`config.mk`:
```
export PLATFORM = sky130hd
export DESIGN_NAME = uart_os_rx
export DESIGN_NICKNAME = d
export VERILOG_FILES = /design/src/rtl/uart_os_rx_pkg.sv /design/src/rtl/uart_os_rx_linesel.sv /design/src/rtl/uart_os_rx_frame.sv /design/src/rtl/uart_os_rx_flow.sv /design/src/rtl/uart_os_rx.sv
export SDC_FILE = /design/constraint.sdc
export NUM_CORES = 1
export LEC_CHECK = 0
export BUFFER_PORTS_ARGS = -buffer_cell sky130_fd_sc_hd__clkbuf_2
export CORE_UTILIZATION = 55
export DETAILED_ROUTE_END_ITERATION = 6
export PLACE_DENSITY = 0.79
export SLEW_MARGIN = 20
export SYNTH_ARGS = -nofsm -noshare
export SYNTH_HDL_FRONTEND = slang
export SYNTH_SLANG_ARGS = --single-unit
```
`constraint.sdc`:
```
create_clock -name clk -period 1.86 [get_ports clk]
set_input_delay 0.093 -clock clk [delete_from_list [all_inputs] [get_ports clk]]
set_output_delay 0.093 -clock clk [all_outputs]
set_load 0.1 [all_outputs]
```
`src/rtl/uart_os_rx_pkg.sv`:
```
package uart_os_rx_pkg;

  localparam int MAX_BITS = 8;

  typedef enum logic [2:0] {
    ST_IDLE, ST_START, ST_DATA, ST_PAR, ST_STOP1, ST_STOP2, ST_HOLD
  } rx_state_t;

  // number of data bits for a word length code
  function automatic logic [3:0] word_bits(input logic [1:0] code);
    return 4'd5 + {2'b00, code};
  endfunction

  // upper mode bit set means a parity bit is present
  function automatic logic parity_used(input logic [2:0] mode);
    return mode[2];
  endfunction

  // returns 1 when the received parity bit is wrong for the mode
  function automatic logic parity_bad(input logic [7:0] d, input logic pb,
                                      input logic [2:0] mode);
    logic bad;
    case (mode)
      3'd4:    bad = ~(^d ^ pb);  // odd
      3'd6:    bad = ^d ^ pb;     // even
      3'd5:    bad = ~pb;         // mark
      3'd7:    bad = pb;          // space
      default: bad = 1'b0;
    endcase
    return bad;
  endfunction

endpackage

```
`src/rtl/uart_os_rx_linesel.sv`:
```
module uart_os_rx_linesel #(
  parameter int SYNC_STAGES = 2
) (
  input  logic clk,
  input  logic rst_n,
  input  logic pin_i,
  input  logic loop_i,
  input  logic loop_en,
  output logic line_o
);
  logic raw;
  logic [SYNC_STAGES-1:0] sync_q;

  assign raw = loop_en ? loop_i : pin_i;

  generate
    for (genvar s = 0; s < SYNC_STAGES; s++) begin : g_sync
      if (s == 0) begin : g_first
        always_ff @(posedge clk or negedge rst_n)
          if (!rst_n) sync_q[0] <= 1'b1;
          else        sync_q[0] <= raw;
      end else begin : g_next
        always_ff @(posedge clk or negedge rst_n)
          if (!rst_n) sync_q[s] <= 1'b1;
          else        sync_q[s] <= sync_q[s-1];
      end
    end
  endgenerate

  assign line_o = sync_q[SYNC_STAGES-1];
endmodule

```
`src/rtl/uart_os_rx_frame.sv`:
```
module uart_os_rx_frame
  import uart_os_rx_pkg::*;
#(
  parameter int OSR = 8
) (
  input  logic       clk,
  input  logic       rst_n,
  input  logic       tick,
  input  logic       line,
  input  logic [1:0] len_code,
  input  logic       two_stop,
  input  logic [2:0] par_mode,
  output logic       push_valid,
  output logic [7:0] push_data,
  output logic       push_err,
  output logic       start_reject,
  output logic       bit_sample
);
  localparam int CNT_W = $clog2(OSR);
  localparam logic [CNT_W-1:0] MID  = CNT_W'(OSR/2 - 1);
  localparam logic [CNT_W-1:0] LAST = CNT_W'(OSR - 1);

  rx_state_t       state_q;
  logic [CNT_W-1:0] cnt_q;
  logic [2:0]      idx_q;
  logic [7:0]      data_q;
  logic            perr_q;
  logic            last_bit;

  assign last_bit     = (idx_q == 3'(word_bits(len_code) - 4'd1));
  assign start_reject = tick && (state_q == ST_START) && (cnt_q == MID) && line;
  assign bit_sample   = tick && (cnt_q == LAST) &&
                        (state_q inside {ST_DATA, ST_PAR, ST_STOP1, ST_STOP2});

  always_ff @(posedge clk or negedge rst_n) begin
    if (!rst_n) begin
      state_q    <= ST_IDLE;
      cnt_q      <= '0;
      idx_q      <= '0;
      data_q     <= '0;
      perr_q     <= 1'b0;
      push_valid <= 1'b0;
      push_data  <= '0;
      push_err   <= 1'b0;
    end else begin
      push_valid <= 1'b0;
      if (state_q == ST_HOLD) begin
        if (line) state_q <= ST_IDLE;
      end else if (tick) begin
        cnt_q <= cnt_q + 1'b1;
        case (state_q)
          ST_IDLE: if (!line) begin
            state_q <= ST_START;
            cnt_q   <= '0;
            idx_q   <= '0;
            data_q  <= '0;
            perr_q  <= 1'b0;
          end
          ST_START: if (cnt_q == MID) begin
            cnt_q   <= '0;
            state_q <= line ? ST_IDLE : ST_DATA;
          end
          ST_DATA: if (cnt_q == LAST) begin
            data_q[idx_q] <= line;
            if (last_bit) state_q <= parity_used(par_mode) ? ST_PAR : ST_STOP1;
            else          idx_q   <= idx_q + 1'b1;
          end
          ST_PAR: if (cnt_q == LAST) begin
            perr_q  <= parity_bad(data_q, line, par_mode);
            state_q <= ST_STOP1;
          end
          ST_STOP1, ST_STOP2: if (cnt_q == LAST) begin
            if (state_q == ST_STOP1 && two_stop && line) begin
              state_q <= ST_STOP2;
            end else begin
              push_valid <= 1'b1;
              push_data  <= data_q;
              push_err   <= perr_q | ~line;
              state_q    <= line ? ST_IDLE : ST_HOLD;
            end
          end
          default: state_q <= ST_IDLE;
        endcase
      end
    end
  end
endmodule

```
`src/rtl/uart_os_rx_flow.sv`:
```
module uart_os_rx_flow #(
  parameter int FREE_W = 6,
  parameter int MARGIN = 2
) (
  input  logic              clk,
  input  logic              rst_n,
  input  logic              afc_en,
  input  logic [FREE_W-1:0] fifo_free,
  output logic              rts
);
  localparam logic [FREE_W-1:0] LIMIT = FREE_W'(MARGIN);

  always_ff @(posedge clk or negedge rst_n)
    if (!rst_n) rts <= 1'b0;
    else        rts <= afc_en ? (fifo_free > LIMIT) : 1'b1;
endmodule

```
`src/rtl/uart_os_rx.sv`:
```
module uart_os_rx #(
  parameter int OSR         = 8,
  parameter int FREE_W      = 6,
  parameter int RTS_MARGIN  = 2,
  parameter int SYNC_STAGES = 2
) (
  input  logic              clk,
  input  logic              rst_n,
  input  logic              tick_8x,
  input  logic              rxd_pin,
  input  logic              tx_loop_line,
  input  logic              loop_en,
  input  logic [1:0]        len_code,
  input  logic              two_stop,
  input  logic [2:0]        par_mode,
  input  logic              afc_en,
  input  logic [FREE_W-1:0] fifo_free,
  output logic              push_valid,
  output logic [7:0]        push_data,
  output logic              push_err,
  output logic              rts
);
  logic rx_line;
  logic start_reject;
  logic bit_sample;

  uart_os_rx_linesel #(.SYNC_STAGES(SYNC_STAGES)) linesel_i (
    .clk(clk), .rst_n(rst_n), .pin_i(rxd_pin), .loop_i(tx_loop_line),
    .loop_en(loop_en), .line_o(rx_line)
  );

  uart_os_rx_frame #(.OSR(OSR)) frame_i (
    .clk(clk), .rst_n(rst_n), .tick(tick_8x), .line(rx_line),
    .len_code(len_code), .two_stop(two_stop), .par_mode(par_mode),
    .push_valid(push_valid), .push_data(push_data), .push_err(push_err),
    .start_reject(start_reject), .bit_sample(bit_sample)
  );

  uart_os_rx_flow #(.FREE_W(FREE_W), .MARGIN(RTS_MARGIN)) flow_i (
    .clk(clk), .rst_n(rst_n), .afc_en(afc_en), .fifo_free(fifo_free), .rts(rts)
  );
endmodule

```
==> results of run 1 <==
where the power goes:
| group | switching, W | internal (W) | total [W] |
|---|---|---|---|
| clock network | 0.000236 | 0.000283 | 0.000518 |
| registers | 0.000116 | 0.000773 | 0.000889 |
| logic | 0.000450 | 0.000322 | 0.000772 |
state kept, by name, indices dropped and copies added (netlist names), 3 cells and up:
signal / cells
frame_i.data_q: 8
frame_i.push_data: 8
frame_i.state_q: 3
frame_i.idx_q: 3
frame_i.cnt_q: 3
what timing repair did:
item / CTS / global route
hold buffers: 5 / 0
resized for setup: 1 / 5
endpoints found under the hold margin: 31 / 0
endpoints found under the setup margin: 4 / 11
synth_stat cells, types with 4 or more instances:
library cell | number | area (sq um)
nand2_1 | 14 | 52.55
xnor2_1 | 9 | 78.83
mux2_2 | 11 | 123.9
o21ai_0 | 17 | 85.08
nor2b_1 | 4 | 25.02
buf_2 | 4 | 20.02
ha_1 | 5 | 62.56
a21oi_1 | 9 | 45.04
clkbuf_1 | 4 | 15.01
dfrtp_1 | 29 | 725.7
nor3b_1 | 4 | 30.03
a22o_1 | 10 | 87.58
nor2_1 | 8 | 30.03
inv_1 | 7 | 26.28
critical path: cells and delay by family (launching register included):
family | cells | cell delay [ns]
compound gates | 1 | 0.15
buf+inv | 1 | 0.18
flops | 1 | 0.40
simple gates | 2 | 0.22
mux | 1 | 0.28
fa+ha+maj | 2 | 0.45
placed cells by master (no fill, tap or decap), drive strengths merged, types with 3 or more instances in the layout:
| cell | count |
|---|---|
| nand3 | 3 |
| inv | 7 |
| dlygate4sd3 | 5 |
| a22o | 10 |
| a21oi | 9 |
| clkbuf | 34 |
| nand2 | 15 |
| nor2b | 4 |
| nor3 | 3 |
| xnor2 | 9 |
| ha | 5 |
| nor4 | 3 |
| dfrtp | 29 |
| o21ai | 17 |
| and3 | 3 |
| buf | 6 |
| nor2 | 8 |
| nand2b | 3 |
| nor3b | 4 |
| mux2 | 11 |
cells by family (layout without fill, tap and decap cells):
group	count (synthesis)	in the layout	share of synthesized area (%)
flip-flops	31	31	45.47
AND/OR/NAND/NOR	52	52	16.96
adder cells (fa/ha/maj)	5	5	3.655
XOR/XNOR	10	10	5.117
buffers and inverters	16	55	4.240
multiplexers	12	12	7.822
AO/OA/AOI/OAI	45	45	16.74
area by class of cell:
| class | instances | area share, % |
|---|---|---|
| Multi-Input combinational cell | 124 | 42.93 |
| Sequential cell | 31 | 38.15 |
| Timing Repair Buffer | 40 | 11.76 |
| Clock inverter | 3 | 2.143 |
| Tap cell | 31 | 1.898 |
| Clock buffer | 5 | 1.837 |
| Inverter | 7 | 1.286 |
layer usage:
metal  vias to the layer above  routed length (um)  GRT usage, %
li1                        682                   -             -
met1                       673                1453         29.03
met2                        53                1681         41.53
met3                         9                 172         6.473
met4                         0                  55         8.163
met5                         -                   0             0
stage by stage:
step           total power (W)  worst slack, ns  area (sq um)
3_5_place_dp          0.001640         0.009868          1894
3_3_place_gp          0.001589          0.08059          1894
6_report              0.002179          0.09451          2043
2_1_floorplan         0.001446           0.1736          1712
4_1_cts               0.002179         0.004216          2027
5_1_grt               0.002337        -0.009140          2043
how the worst max path moves through the flow:
stage | from | endpoint | slack, ns | cells after the start
6_report | frame_i.cnt_q[0]$_DFFE_PN0P_ | frame_i.idx_q[0]$_DFFE_PN0P_ | 0.09 | 7
5_1_grt | frame_i.state_q[1]$_DFFE_PN0P_ | frame_i.idx_q[0]$_DFFE_PN0P_ | -0.009 | 4
4_1_cts | frame_i.cnt_q[0]$_DFFE_PN0P_ | frame_i.data_q[1]$_DFFE_PN0P_ | 0.004 | 7
3_5_place_dp | frame_i.cnt_q[0]$_DFFE_PN0P_ | frame_i.data_q[1]$_DFFE_PN0P_ | 0.01 | 7
3_3_place_gp | frame_i.cnt_q[0]$_DFFE_PN0P_ | frame_i.data_q[4]$_DFFE_PN0P_ | 0.08 | 7
2_1_floorplan | frame_i.cnt_q[0]$_DFFE_PN0P_ | frame_i.data_q[7]$_DFFE_PN0P_ | 0.17 | 7
==> impl_table.tex, run 1 <==
\begin{tabular}{lr}
\hline
Metric & Value \\
\hline
\multicolumn{2}{l}{\textbf{Outcome}} \\
\quad Status & finished, final reports clean \\
\multicolumn{2}{l}{\textbf{Synthesis}} \\
\quad Sequential-to-total area share from yosys stat & between 40\% and 50\% \\
\quad Seq cells post-synth & 31 \\
\quad Number of enable-type register cells in the synthesized netlist & 0 \\
\quad Post-synthesis cell area & between 1500 and 2000 sq um \\
\quad Commonest register cell after synthesis & dfrtp\_1 \\
\quad Asr flop ratio synth & 100.0\% \\
\quad Syn Area/Cell & between 10 and 15 sq um \\
\quad Gate Count Post-Synth & 171 \\
\quad Number of synthesis warnings & 0 \\
\quad Synth cell types & 38 \\
\quad Post-Synthesis Net Count & 195 \\
\multicolumn{2}{l}{\textbf{Drt}} \\
\quad Drt first-iter violations & 49 \\
\quad \# DRC & 0 \\
\quad First-pass DRT Iterations & 6 \\
\quad Overall routed net length & 3363 um \\
\quad Detailed-route vias per instance & about 6 \\
\quad Antenna-violating nets left & 0 \\
\quad Routed via count & 1417 \\
\quad Avg WL per Cell & 13.95 um \\
\multicolumn{2}{l}{\textbf{Critical path}} \\
\quad Critical-path top delay cell & dfrtp\_1 \\
\quad Arrival time of data at the critical path endpoint & 1.98 ns \\
\quad Worst Setup End Kind & flip-flop \\
\quad Capturing point of the worst reg2reg path & frame\_i.idx\_q[0]\$\_DFFE\_PN0P\_ \\
\quad Worst Path Max Fanout & 13 \\
\quad Setup slack, reg-to-reg & 0.09 ns \\
\quad CP Cell Sequence & ha\_1 > ha\_2 > a21oi\_2 > nor4\_2 > buf\_4 > nor3b\_2 > mux2\_2 \\
\quad Data required, critical path & 2.08 ns \\
\quad Logic depth of the worst register-to-register path & 7 \\
\quad Start of the worst register-to-register path & frame\_i.cnt\_q[0]\$\_DFFE\_PN0P\_ \\
\quad Category of the critical setup timing path & flip-flop to flip-flop \\
\quad Critical path launch point type & flip-flop \\
\quad Largest stage delay on the critical path & approximately 0.40 ns \\
\multicolumn{2}{l}{\textbf{STA}} \\
\quad Max Clk Rate & 566.4 MHz \\
\quad Worst-margin pin slew & $\sim$0.74 ns \\
\quad Post-route clock period utilization & between 90\% and 100\% \\
\quad Total negative slack & 0 ns \\
\quad Final Slew Violations & 0 \\
\quad Worst slew margin & 50.70\% \\
\quad Post-route minimum period & 1.765 ns \\
\quad Clock tree skew after final layout & roughly 0.005 ns \\
\quad Final hold slack & a little over 0.05 ns \\
\quad Final setup fails & 0 \\
\quad Final count of hold timing violations & 0 \\
\multicolumn{2}{l}{\textbf{Clocking}} \\
\quad CTS H-tree depth & 2 \\
\quad Clock slew at reported path FFs & 0.10 ns \\
\quad Skew-Pair Late Insertion Delay & roughly 0.32 ns \\
\quad CTS tree & done \\
\quad Clock sink count & 31 \\
\quad Number of buffers inserted to repair setup after CTS & 0 \\
\quad Buffer levels on the longest clock path & 2 \\
\quad Number of buffers created by CTS & 5 \\
\quad Cell at the root of the clock tree & clkbuf\_4 \\
\multicolumn{2}{l}{\textbf{GRT}} \\
\quad Number of global-route vias before repair & 1416 \\
\quad Remaining global-route overflow & 0 \\
\quad Antenna violations before repair & 0 \\
\quad First-pass GRT wire length & 6003 um \\
\quad Total global routing track utilization & a little under a quarter \\
\quad Pin count of the biggest net entering global routing & 32 \\
\multicolumn{2}{l}{\textbf{Pwr}} \\
\quad P per Cell Area & approximately 1100 nW/um\^{}2 \\
\quad Peak ir drop on the vdd network & around 0.0011 V \\
\quad Total leakage power & approximately 0.98 nW \\
\multicolumn{2}{l}{\textbf{Placement}} \\
\quad Port Buf Inserts & 29 \\
\quad Inst Count DP & about 230 \\
\quad Detailed placement HPWL & 2461 um \\
\quad Routability congestion estimate from global placement & slightly below 1 \\
\multicolumn{2}{l}{\textbf{Layout}} \\
\quad Multi-input gate area & slightly below 900 sq um \\
\quad Fillers & 234 \\
\quad Count of inserted antenna diode cells & 0 \\
\quad Flip-flop and latch area & between 700 and 800 sq um \\
\quad Fraction of layout instances using a drive strength above 1 & a little under a third \\
\quad \# nets final & about 230 \\
\quad Final instance count without filler cells & about 240 \\
\quad Final Util & 71.62\% \\
\quad Area Growth Syn to Fin & 19.37\% \\
\multicolumn{2}{l}{\textbf{Min path}} \\
\quad Min-Delay Endpoint & frame\_i.perr\_q\$\_DFFE\_PN0P\_ \\
\quad Hold Path Cell Cnt & 3 \\
\quad Worst hold path type & input port to flip-flop \\
\quad Hold Crit Start & par\_mode[0] \\
\multicolumn{2}{l}{\textbf{Floorplan}} \\
\quad Initial core utilization & roughly three fifths \\
\quad Overall die area & 3339 sq um \\
\quad Std-Cell Core Area & between 2000 and 3000 sq um \\
\quad Die Wd & around 58 um \\
\quad Die Y & 57.79 um \\
\quad Boundary Pins & 30 \\
\quad Rows & 19 \\
\multicolumn{2}{l}{\textbf{Job}} \\
\quad Max-Cap Viols & 0 \\
\hline
\end{tabular}
Note: power is estimated with default switching activity, not from simulation.
==> inputs of run 2 (changes only) <==
--- a/config.mk
+++ b/config.mk
@@ -5,10 +5,11 @@
 export SDC_FILE = /design/constraint.sdc
 export NUM_CORES = 1
 export LEC_CHECK = 0
-export BUFFER_PORTS_ARGS = -buffer_cell sky130_fd_sc_hd__clkbuf_2
-export CORE_UTILIZATION = 55
+export ABC_AREA = 1
+export CORE_UTILIZATION = 60
 export DETAILED_ROUTE_END_ITERATION = 6
-export PLACE_DENSITY = 0.79
+export DONT_BUFFER_PORTS = 1
+export PLACE_DENSITY = 0.76
 export SLEW_MARGIN = 20
 export SYNTH_ARGS = -nofsm -noshare
 export SYNTH_HDL_FRONTEND = slang
==> run 2 against run 1 <==
The flow now finishes with violations (design-rule violations). Sequential share of layout area down 1.6 points. Non-clock buffer count down 21. Sequential power up 7.8%. Worst hold slack worse by 0.018 ns. Critical endpoint is now frame_i.state_q[1]$_DFFE_PN0P_. Largest cell class unchanged. Highest routed layer unchanged.
==> impl_table.tex, run 2 <==
\begin{tabular}{lr}
\hline
Metric & Value \\
\hline
\multicolumn{2}{l}{\textbf{Floorplan}} \\
\quad Boundary Pins & 30 (unchanged) \\
\quad Die Wd & 57.87 um (+0.15\%) \\
\quad Initial core utilization & 65.66\% (+5.7 points) \\
\quad Rows & 19 (unchanged) \\
\quad Overall die area & 3349 sq um (+0.29\%) \\
\quad Die Y & 57.87 um (+0.15\%) \\
\quad Std-Cell Core Area & 2853 sq um (unchanged) \\
\multicolumn{2}{l}{\textbf{STA}} \\
\quad Worst slew margin & 75.54\% (+25 points) \\
\quad Final count of hold timing violations & 0 (unchanged) \\
\quad Setup repair after global routing missed its margin & no \\
\quad Post-route minimum period & 1.692 ns (-0.07379 ns) \\
\quad Max Clk Rate & 591.1 MHz (+4.4\%) \\
\quad Final Slew Violations & 0 (unchanged) \\
\quad Worst-margin pin slew & 0.3668 ns (-0.3727 ns) \\
\quad Final setup fails & 0 (unchanged) \\
\quad Total negative slack & 0 ns (unchanged) \\
\quad Clock tree skew after final layout & 0.008857 ns (+0.003860 ns) \\
\quad Post-route clock period utilization & 90.95\% (-4.0 points) \\
\multicolumn{2}{l}{\textbf{Synthesis}} \\
\quad Sequential-to-total area share from yosys stat & 41.55\% (-3.9 points) \\
\quad Commonest register cell after synthesis & dfrtp\_1 \\
\quad Portion of synthesized cell area occupied by the leading cell type & 38.74\% (-3.7 points) \\
\quad Largest cells by area after synthesis & dfrtp\_1 39\%, nand2\_1 14\%, inv\_1 5.0\% \\
\quad Seq cells post-synth & 31 (unchanged) \\
\quad Syn Area/Cell & 7.804 sq um (-22\%) \\
\quad Number of synthesis warnings & 0 (unchanged) \\
\quad Asr flop ratio synth & 100.0\% (unchanged) \\
\quad Synth cell types & 35 (-7.9\%) \\
\quad Top cell types by occurrence after synthesis & 68 x nand2\_1, 29 x dfrtp\_1, 25 x inv\_1 \\
\quad Count leader, synth & nand2\_1 \\
\quad Number of enable-type register cells in the synthesized netlist & 0 (unchanged) \\
\quad Post-synthesis cell area & 1873 sq um (+9.4\%) \\
\quad Largest area contributor in the synthesized netlist & dfrtp\_1 \\
\quad Post-Synthesis Net Count & 264 (+35\%) \\
\quad Gate Count Post-Synth & 240 (+40\%) \\
\multicolumn{2}{l}{\textbf{Layout}} \\
\quad Area Growth Syn to Fin & 13.69\% \\
\quad Fraction of layout instances using a drive strength above 1 & 20.15\% (-10 points) \\
\quad \# nets final & 286 (+23\%) \\
\quad Most frequent standard cell in the layout excluding fill and tap cells & nand2\_1 \\
\quad Count of inserted antenna diode cells & 0 (unchanged) \\
\quad Post-route cell area & 2130 sq um (+4.2\%) \\
\quad Commonest cells after routing, fill and taps aside & 68 x nand2\_1, 29 x dfrtp\_1, 25 x inv\_1 \\
\quad Final instance count without filler cells & 294 (+22\%) \\
\quad Multi-input gate area & 940.9 sq um (+7.3\%) \\
\quad Flip-flop and latch area & 778.2 sq um (-0.16\%) \\
\quad Fillers & 229 (-2.1\%) \\
\quad Biggest registers after layout & frame\_i.data\_q: 8 flops, frame\_i.push\_data: 8 flops \\
\multicolumn{2}{l}{\textbf{Placement}} \\
\quad Routability congestion estimate from global placement & 0.9609 (-0.38\%) \\
\quad Placement-stage cell area & 1976 sq um (+4.3\%) \\
\quad Inst Count DP & 279 (+22\%) \\
\quad Port Buf Inserts & 0 (-100\%) \\
\quad Detailed placement HPWL & 2868 um (+17\%) \\
\multicolumn{2}{l}{\textbf{Critical path}} \\
\quad Worst Setup End Kind & flip-flop \\
\quad Critical path launch point type & flip-flop \\
\quad Start of the worst register-to-register path & frame\_i.cnt\_q[0]\$\_DFFE\_PN0P\_ \\
\quad Data required, critical path & 2.13 ns (+0.05 ns) \\
\quad Timing startpoint of the critical path & frame\_i.cnt\_q[0]\$\_DFFE\_PN0P\_ \\
\quad Worst Path Max Fanout & 6 (-7) \\
\quad Arrival time of data at the critical path endpoint & 1.96 ns (-0.02 ns) \\
\quad Destination of the critical timing path & frame\_i.state\_q[1]\$\_DFFE\_PN0P\_ \\
\quad Category of the critical setup timing path & flip-flop to flip-flop \\
\quad Setup slack, reg-to-reg & 0.17 ns (+0.07 ns) \\
\quad Logic depth of the worst register-to-register path & 7 (unchanged) \\
\quad Capturing point of the worst reg2reg path & frame\_i.state\_q[1]\$\_DFFE\_PN0P\_ \\
\multicolumn{2}{l}{\textbf{Clocking}} \\
\quad CTS H-tree depth & 2 (unchanged) \\
\quad Cell at the root of the clock tree & clkbuf\_4 \\
\quad CTS tree & done \\
\quad Number of buffers inserted to repair setup after CTS & 0 (unchanged) \\
\quad Number of buffers created by CTS & 5 (unchanged) \\
\quad Skew-Pair Late Insertion Delay & 0.34 ns (+0.02 ns) \\
\quad Clock sink count & 31 (unchanged) \\
\quad Clock slew at reported path FFs & 0.09 ns (about the same) \\
\quad Buffer levels on the longest clock path & 2 (unchanged) \\
\multicolumn{2}{l}{\textbf{Outcome}} \\
\quad Status & finished with violations \\
\quad Violations in the final reports & design-rule violations \\
\multicolumn{2}{l}{\textbf{Drt}} \\
\quad Drt first-iter violations & 75 (+53\%) \\
\quad Detailed-route vias per instance & 5.646 (-4.0\%) \\
\quad Routed via count & 1660 (+17\%) \\
\quad First-pass DRT Iterations & 6 (unchanged) \\
\quad Antenna-violating nets left & 0 (unchanged) \\
\quad \# DRC & 4 (+4) \\
\quad Overall routed net length & 3827 um (+14\%) \\
\quad Avg WL per Cell & 13.02 um (-6.7\%) \\
\multicolumn{2}{l}{\textbf{Pwr}} \\
\quad P per Cell Area & 1327 nW/um\^{}2 (+24\%) \\
\quad Total leakage power & 1.065 nW (+8.9\%) \\
\quad Peak ir drop on the vdd network & 0.0006442 V (-43\%) \\
\multicolumn{2}{l}{\textbf{GRT}} \\
\quad Remaining global-route overflow & 0 (unchanged) \\
\quad Pin count of the biggest net entering global routing & 32 (unchanged) \\
\quad Number of global-route vias before repair & 1533 (+8.3\%) \\
\quad Total global routing track utilization & 25.53\% (+1.6 points) \\
\quad First-pass GRT wire length & 6444 um (+7.3\%) \\
\quad Antenna violations before repair & 0 (unchanged) \\
\multicolumn{2}{l}{\textbf{Job}} \\
\quad Max-Cap Viols & 0 (unchanged) \\
\multicolumn{2}{l}{\textbf{Min path}} \\
\quad Worst hold path type & input port to flip-flop \\
\hline
\end{tabular}
-- run 2: cells by family after synthesis --
logic type               Yosys count  synth area share (%)
AO/OA/AOI/OAI                     39                 14.30
multiplexers                       1                0.6012
adder cells (fa/ha/maj)            5                 3.340
AND/OR/NAND/NOR                  123                 30.46
XOR/XNOR                           3                 1.403
buffers and inverters             38                 8.350
flip-flops                        31                 41.55
-- run 2: area by class of cell --
cell class / count / share of cell area, %
clock buffers: 8 / 3.231
inverters: 34 / 6.228
multi-input cells: 171 / 44.18
flip-flops and latches: 31 / 36.55
repair buffers: 19 / 7.991
well taps: 31 / 1.821
-- run 2: routing by layer --
| layer | GRT usage (%) | share of wire (%) | vias up |
|---|---|---|---|
| met4 | 11.90 | 1.2 | 0 |
| met5 | 0 | 0 | - |
| met1 | 31.06 | 44 | 767 |
| li1 | - | - | 826 |
| met3 | 6.027 | 6.7 | 6 |
| met2 | 42.86 | 48 | 61 |
-- run 2: metrics by stage --
step	hold slack (ns)	total power, W	util, %	setup slack [ns]
floorplan	-0.2026	0.002078	-	0.2414
global placement	-0.2020	0.002294	69.25	0.2030
detailed placement	-0.2019	0.002348	69.25	0.1111
CTS	0.02335	0.002816	74.47	0.09401
global route	0.06488	0.002982	74.65	0.02880
finish	0.03295	0.002826	74.65	0.1683
-- run 2: power by group --
group	internal [W]	switching, W	leakage [nW]
clock network	0.000222	0.000224	0.0386
logic	0.000393	0.00103	0.631
registers	0.000816	0.000142	0.396
total	0.00143	0.00140	1.07
-- run 2: timing repair --
item,CTS,global route
hold buffers,7,0
endpoints found under the hold margin,34,0
setup endpoints to repair,0,12
gates resized for setup,0,3
-- run 2: critical path, stage by stage, from the launching register on --
cell	delay [ns]
dfrtp_1	0.41
ha_1	0.24
ha_1	0.25
inv_2	0.11
nand2_1	0.07
o221ai_2	0.32
nand2_1	0.12
o21ai_1	0.10
-- run 2: worst min path at each step --
stage	start	end	cells after the start
3_3_place_gp	rst_n	frame_i.push_data[3]$_DFFE_PN0P_	0
6_report	par_mode[2]	frame_i.state_q[2]$_DFFE_PN0P_	3
2_1_floorplan	rst_n	flow_i.rts$_DFF_PN0_	0
3_5_place_dp	rst_n	frame_i.push_data[3]$_DFFE_PN0P_	0
4_1_cts	par_mode[2]	frame_i.state_q[2]$_DFFE_PN0P_	3
5_1_grt	par_mode[2]	frame_i.perr_q$_DFFE_PN0P_	4
==> inputs of run 3 (changes only) <==
--- a/config.mk
+++ b/config.mk
@@ -5,7 +5,6 @@
 export SDC_FILE = /design/constraint.sdc
 export NUM_CORES = 1
 export LEC_CHECK = 0
-export ABC_AREA = 1
 export CORE_UTILIZATION = 60
 export DETAILED_ROUTE_END_ITERATION = 6
 export DONT_BUFFER_PORTS = 1
==> run 3 against run 2 <==
The run now ends clean. Largest power group is now sequential cells. Setup slack got worse by 0.10 ns. Sequential share of layout area increased by 2.7 points. Power decreased by 28%. Clock-buffer cell count decreased by 2. Critical path type unchanged. Cell area decreased by 6.8%. Non-clock buffer count increased by 6. Clock power decreased by 15%.
==> impl_table.tex, run 3 (same netlist as run 1, synthesis figures left out) <==
\begin{tabular}{lr}
\hline
Metric & Value \\
\hline
\multicolumn{2}{l}{\textbf{Outcome}} \\
\quad Status & finished, final reports clean \\
\multicolumn{2}{l}{\textbf{Layout}} \\
\quad Most frequent standard cell in the layout excluding fill and tap cells & dfrtp\_1 \\
\quad Multi-input gate area & 870.8 sq um (-7.4\%) \\
\quad Biggest registers after layout & frame\_i.data\_q: 8 flops, frame\_i.push\_data: 8 flops \\
\quad Fraction of layout instances using a drive strength above 1 & 23.08\% (+2.9 points) \\
\quad Commonest cells after routing, fill and taps aside & 28 x dfrtp\_1, 18 x buf\_4, 17 x o21ai\_0 \\
\quad Flip-flop and latch area & 779.5 sq um (+0.16\%) \\
\quad Area Growth Syn to Fin & 15.94\% \\
\quad Final instance count without filler cells & 226 (-23\%) \\
\quad Fillers & 198 (-14\%) \\
\quad \# nets final & 218 (-24\%) \\
\quad Count of inserted antenna diode cells & 0 (unchanged) \\
\multicolumn{2}{l}{\textbf{Floorplan}} \\
\quad Boundary Pins & 30 (unchanged) \\
\quad Initial core utilization & 62.61\% (-3.0 points) \\
\quad Die Y & 55.41 um (-4.3\%) \\
\quad Rows & 19 (unchanged) \\
\quad Die Wd & 55.41 um (-4.3\%) \\
\quad Overall die area & 3070 sq um (-8.3\%) \\
\quad Std-Cell Core Area & 2734 sq um (-4.2\%) \\
\multicolumn{2}{l}{\textbf{Critical path}} \\
\quad Setup slack, reg-to-reg & 0.07 ns (-0.10 ns) \\
\quad Worst Path Buf+Inv & 1 (unchanged) \\
\quad Capturing point of the worst reg2reg path & frame\_i.idx\_q[0]\$\_DFFE\_PN0P\_ \\
\quad Data required, critical path & 2.08 ns (-0.05 ns) \\
\quad Cell mode on critical path & ha\_1 \\
\quad Start of the worst register-to-register path & frame\_i.cnt\_q[0]\$\_DFFE\_PN0P\_ \\
\quad Category of the critical setup timing path & flip-flop to flip-flop \\
\quad Critical path launch point type & flip-flop \\
\quad CP Cell Sequence & ha\_1 > ha\_1 > a21oi\_1 > nor4\_2 > buf\_4 > nor3b\_2 > mux2\_2 \\
\quad Number of cells on the critical path & 7 (unchanged) \\
\quad Kind of cell adding the most delay to the critical path & adder cells \\
\quad Largest stage delay on the critical path & 0.40 ns (about the same) \\
\quad Worst Setup End Kind & flip-flop \\
\quad Critical-path top delay cell & dfrtp\_1 \\
\quad Timing startpoint of the critical path & frame\_i.cnt\_q[0]\$\_DFFE\_PN0P\_ \\
\quad Destination of the critical timing path & frame\_i.idx\_q[0]\$\_DFFE\_PN0P\_ \\
\quad Arrival time of data at the critical path endpoint & 2.01 ns (+0.05 ns) \\
\quad Worst Path Max Fanout & 13 (+7) \\
\quad Logic depth of the worst register-to-register path & 7 (unchanged) \\
\multicolumn{2}{l}{\textbf{STA}} \\
\quad Post-route clock period utilization & 96.41\% (+5.5 points) \\
\quad Total negative slack & 0 ns (unchanged) \\
\quad Final setup fails & 0 (unchanged) \\
\quad Final count of hold timing violations & 0 (unchanged) \\
\quad Final Slew Violations & 0 (unchanged) \\
\quad Setup repair after global routing missed its margin & yes \\
\quad Max Clk Rate & 557.7 MHz (-5.7\%) \\
\quad Worst-margin pin slew & 0.3954 ns (+0.02858 ns) \\
\quad Clock tree skew after final layout & 0.005475 ns (-0.003382 ns) \\
\quad Worst slew margin & 73.52\% (-2.0 points) \\
\quad Post-route minimum period & 1.793 ns (+0.1015 ns) \\
\multicolumn{2}{l}{\textbf{Drt}} \\
\quad First-pass DRT Iterations & 4 (-2) \\
\quad Detailed-route vias per instance & 6.040 (+7.0\%) \\
\quad Routed via count & 1365 (-18\%) \\
\quad Overall routed net length & 3362 um (-12\%) \\
\quad \# DRC & 0 (-4) \\
\quad Avg WL per Cell & 14.88 um (+14\%) \\
\quad Drt first-iter violations & 73 (-2.7\%) \\
\quad Antenna-violating nets left & 0 (unchanged) \\
\multicolumn{2}{l}{\textbf{Clocking}} \\
\quad Clock sink count & 31 (unchanged) \\
\quad Number of buffers inserted to repair setup after CTS & 0 (unchanged) \\
\quad Skew-Pair Late Insertion Delay & 0.32 ns (-0.02 ns) \\
\quad CTS H-tree depth & 2 (unchanged) \\
\quad Clock slew at reported path FFs & 0.10 ns (about the same) \\
\quad Buffer levels on the longest clock path & 2 (unchanged) \\
\quad CTS tree & done \\
\quad Cell at the root of the clock tree & clkbuf\_4 \\
\quad Number of buffers created by CTS & 5 (unchanged) \\
\multicolumn{2}{l}{\textbf{Pwr}} \\
\quad Peak ir drop on the vdd network & 0.0009978 V (+55\%) \\
\quad Cell-internal power & 0.001249 W (-13\%) \\
\quad Total leakage power & 0.9151 nW (-14\%) \\
\quad Power share of the clock group & 18.6\% (+2.8 points) \\
\quad P per Cell Area & 1025 nW/um\^{}2 (-23\%) \\
\quad Reg power frac & 43.4\% (+9.5 points) \\
\quad Switching share of power & 38.60\% (-11 points) \\
\quad Combinational power share & 38.0\% (-12 points) \\
\quad NetSw & 0.0007851 W (-44\%) \\
\multicolumn{2}{l}{\textbf{GRT}} \\
\quad Pin count of the biggest net entering global routing & 32 (unchanged) \\
\quad Remaining global-route overflow & 0 (unchanged) \\
\quad Total global routing track utilization & 24.71\% (-0.83 points) \\
\quad Antenna violations before repair & 0 (unchanged) \\
\quad Number of global-route vias before repair & 1425 (-7.0\%) \\
\quad First-pass GRT wire length & 5899 um (-8.5\%) \\
\multicolumn{2}{l}{\textbf{Placement}} \\
\quad Routability congestion estimate from global placement & 0.8705 (-9.4\%) \\
\quad Port Buf Inserts & 0 (unchanged) \\
\quad Inst Count DP & 211 (-24\%) \\
\quad Detailed placement HPWL & 2391 um (-17\%) \\
\multicolumn{2}{l}{\textbf{Job}} \\
\quad Max-Cap Viols & 0 (unchanged) \\
\multicolumn{2}{l}{\textbf{Min path}} \\
\quad Worst hold path type & input port to flip-flop \\
\quad Hold Path Cell Cnt & 2 (-1) \\
\hline
\end{tabular}
-- run 3: cell count changes in the layout (fill, tap and decap cells not counted), sizes merged, moves of 4 or more --
cell | before | now
nor2b | 0 | 4
inv | 33 | 7
mux2 | 1 | 11
nor3 | 7 | 3
a21oi | 13 | 9
o22ai | 6 | 1
nand2 | 72 | 15
nor3b | 0 | 4
nor2 | 20 | 8
xnor2 | 1 | 9
nand3 | 19 | 3
buf | 13 | 19
a22o | 0 | 10
-- run 3: power by group through the flow --
stage | sequential (W) | combinational (W) | clock (W)
3_5_place_dp | 0.000895 | 0.000740 | 0
4_1_cts | 0.000882 | 0.000769 | 0.000386
5_1_grt | 0.000897 | 0.000870 | 0.000414
3_3_place_gp | 0.000884 | 0.000696 | 0
6_report | 0.000884 | 0.000772 | 0.000378
2_1_floorplan | 0.000906 | 0.000541 | 0
-- run 3: worst register-to-register path: cells and delay by family (launching register included) --
family / cells / cell delay [ns]
mux: 1 / 0.27
compound gates: 1 / 0.16
buf+inv: 1 / 0.18
fa+ha+maj: 2 / 0.46
flops: 1 / 0.40
simple gates: 2 / 0.22
-- run 3: routing by layer --
metal	wire length, um	up-vias	GRT usage, %	share of wire (%)
met5	0	-	0	0
met4	48	0	12.14	1.4
met3	124	6	6.089	3.7
met2	1676	36	42.00	50
met1	1512	670	29.13	45
li1	-	653	-	-
-- run 3: worst min-delay path by stage --
stage	from	to	slack, ns
after global routing	tick_8x	frame_i.cnt_q[2]$_DFFE_PN0P_	0.04
after CTS	tick_8x	frame_i.cnt_q[2]$_DFFE_PN0P_	0.02
after global placement	rst_n	frame_i.push_data[6]$_DFFE_PN0P_	-0.20
after floorplan	rst_n	flow_i.rts$_DFF_PN0_	-0.20
after detailed placement	rst_n	frame_i.push_data[6]$_DFFE_PN0P_	-0.20
final	tick_8x	frame_i.cnt_q[2]$_DFFE_PN0P_	0.03
-- run 3: final cells by class --
class | count | area share, %
flip-flops and latches | 31 | 39.28
multi-input cells | 124 | 43.88
repair buffers | 25 | 10.84
well taps | 31 | 1.955
inverters | 7 | 1.324
clock inverters | 2 | 0.6305
clock buffers | 6 | 2.081
-- run 3: timing repair --
| action | 4_1_cts | 5_1_grt |
|---|---|---|
| hold endpoints to repair | 34 | 0 |
| gates cloned | 0 | 0 |
| setup endpoints to repair | 6 | 12 |
| pin swaps | 0 | 0 |
| hold buffers | 7 | 0 |
| resized for setup | 1 | 3 |
-- run 3: through the flow --
stage | instance area (sq um) | hold slack (ns) | utilization, % | setup slack [ns] | power, W
detailed placement | 1839 | -0.2020 | 67.28 | -0.0007200 | 0.001634
global route | 1984 | 0.03854 | 72.59 | -0.01852 | 0.002181
floorplan | 1712 | -0.2026 | - | 0.1736 | 0.001446
CTS | 1974 | 0.01627 | 72.22 | 0.01178 | 0.002037
global placement | 1839 | -0.2018 | 67.28 | 0.05779 | 0.001579
finish | 1984 | 0.02504 | 72.59 | 0.06685 | 0.002034
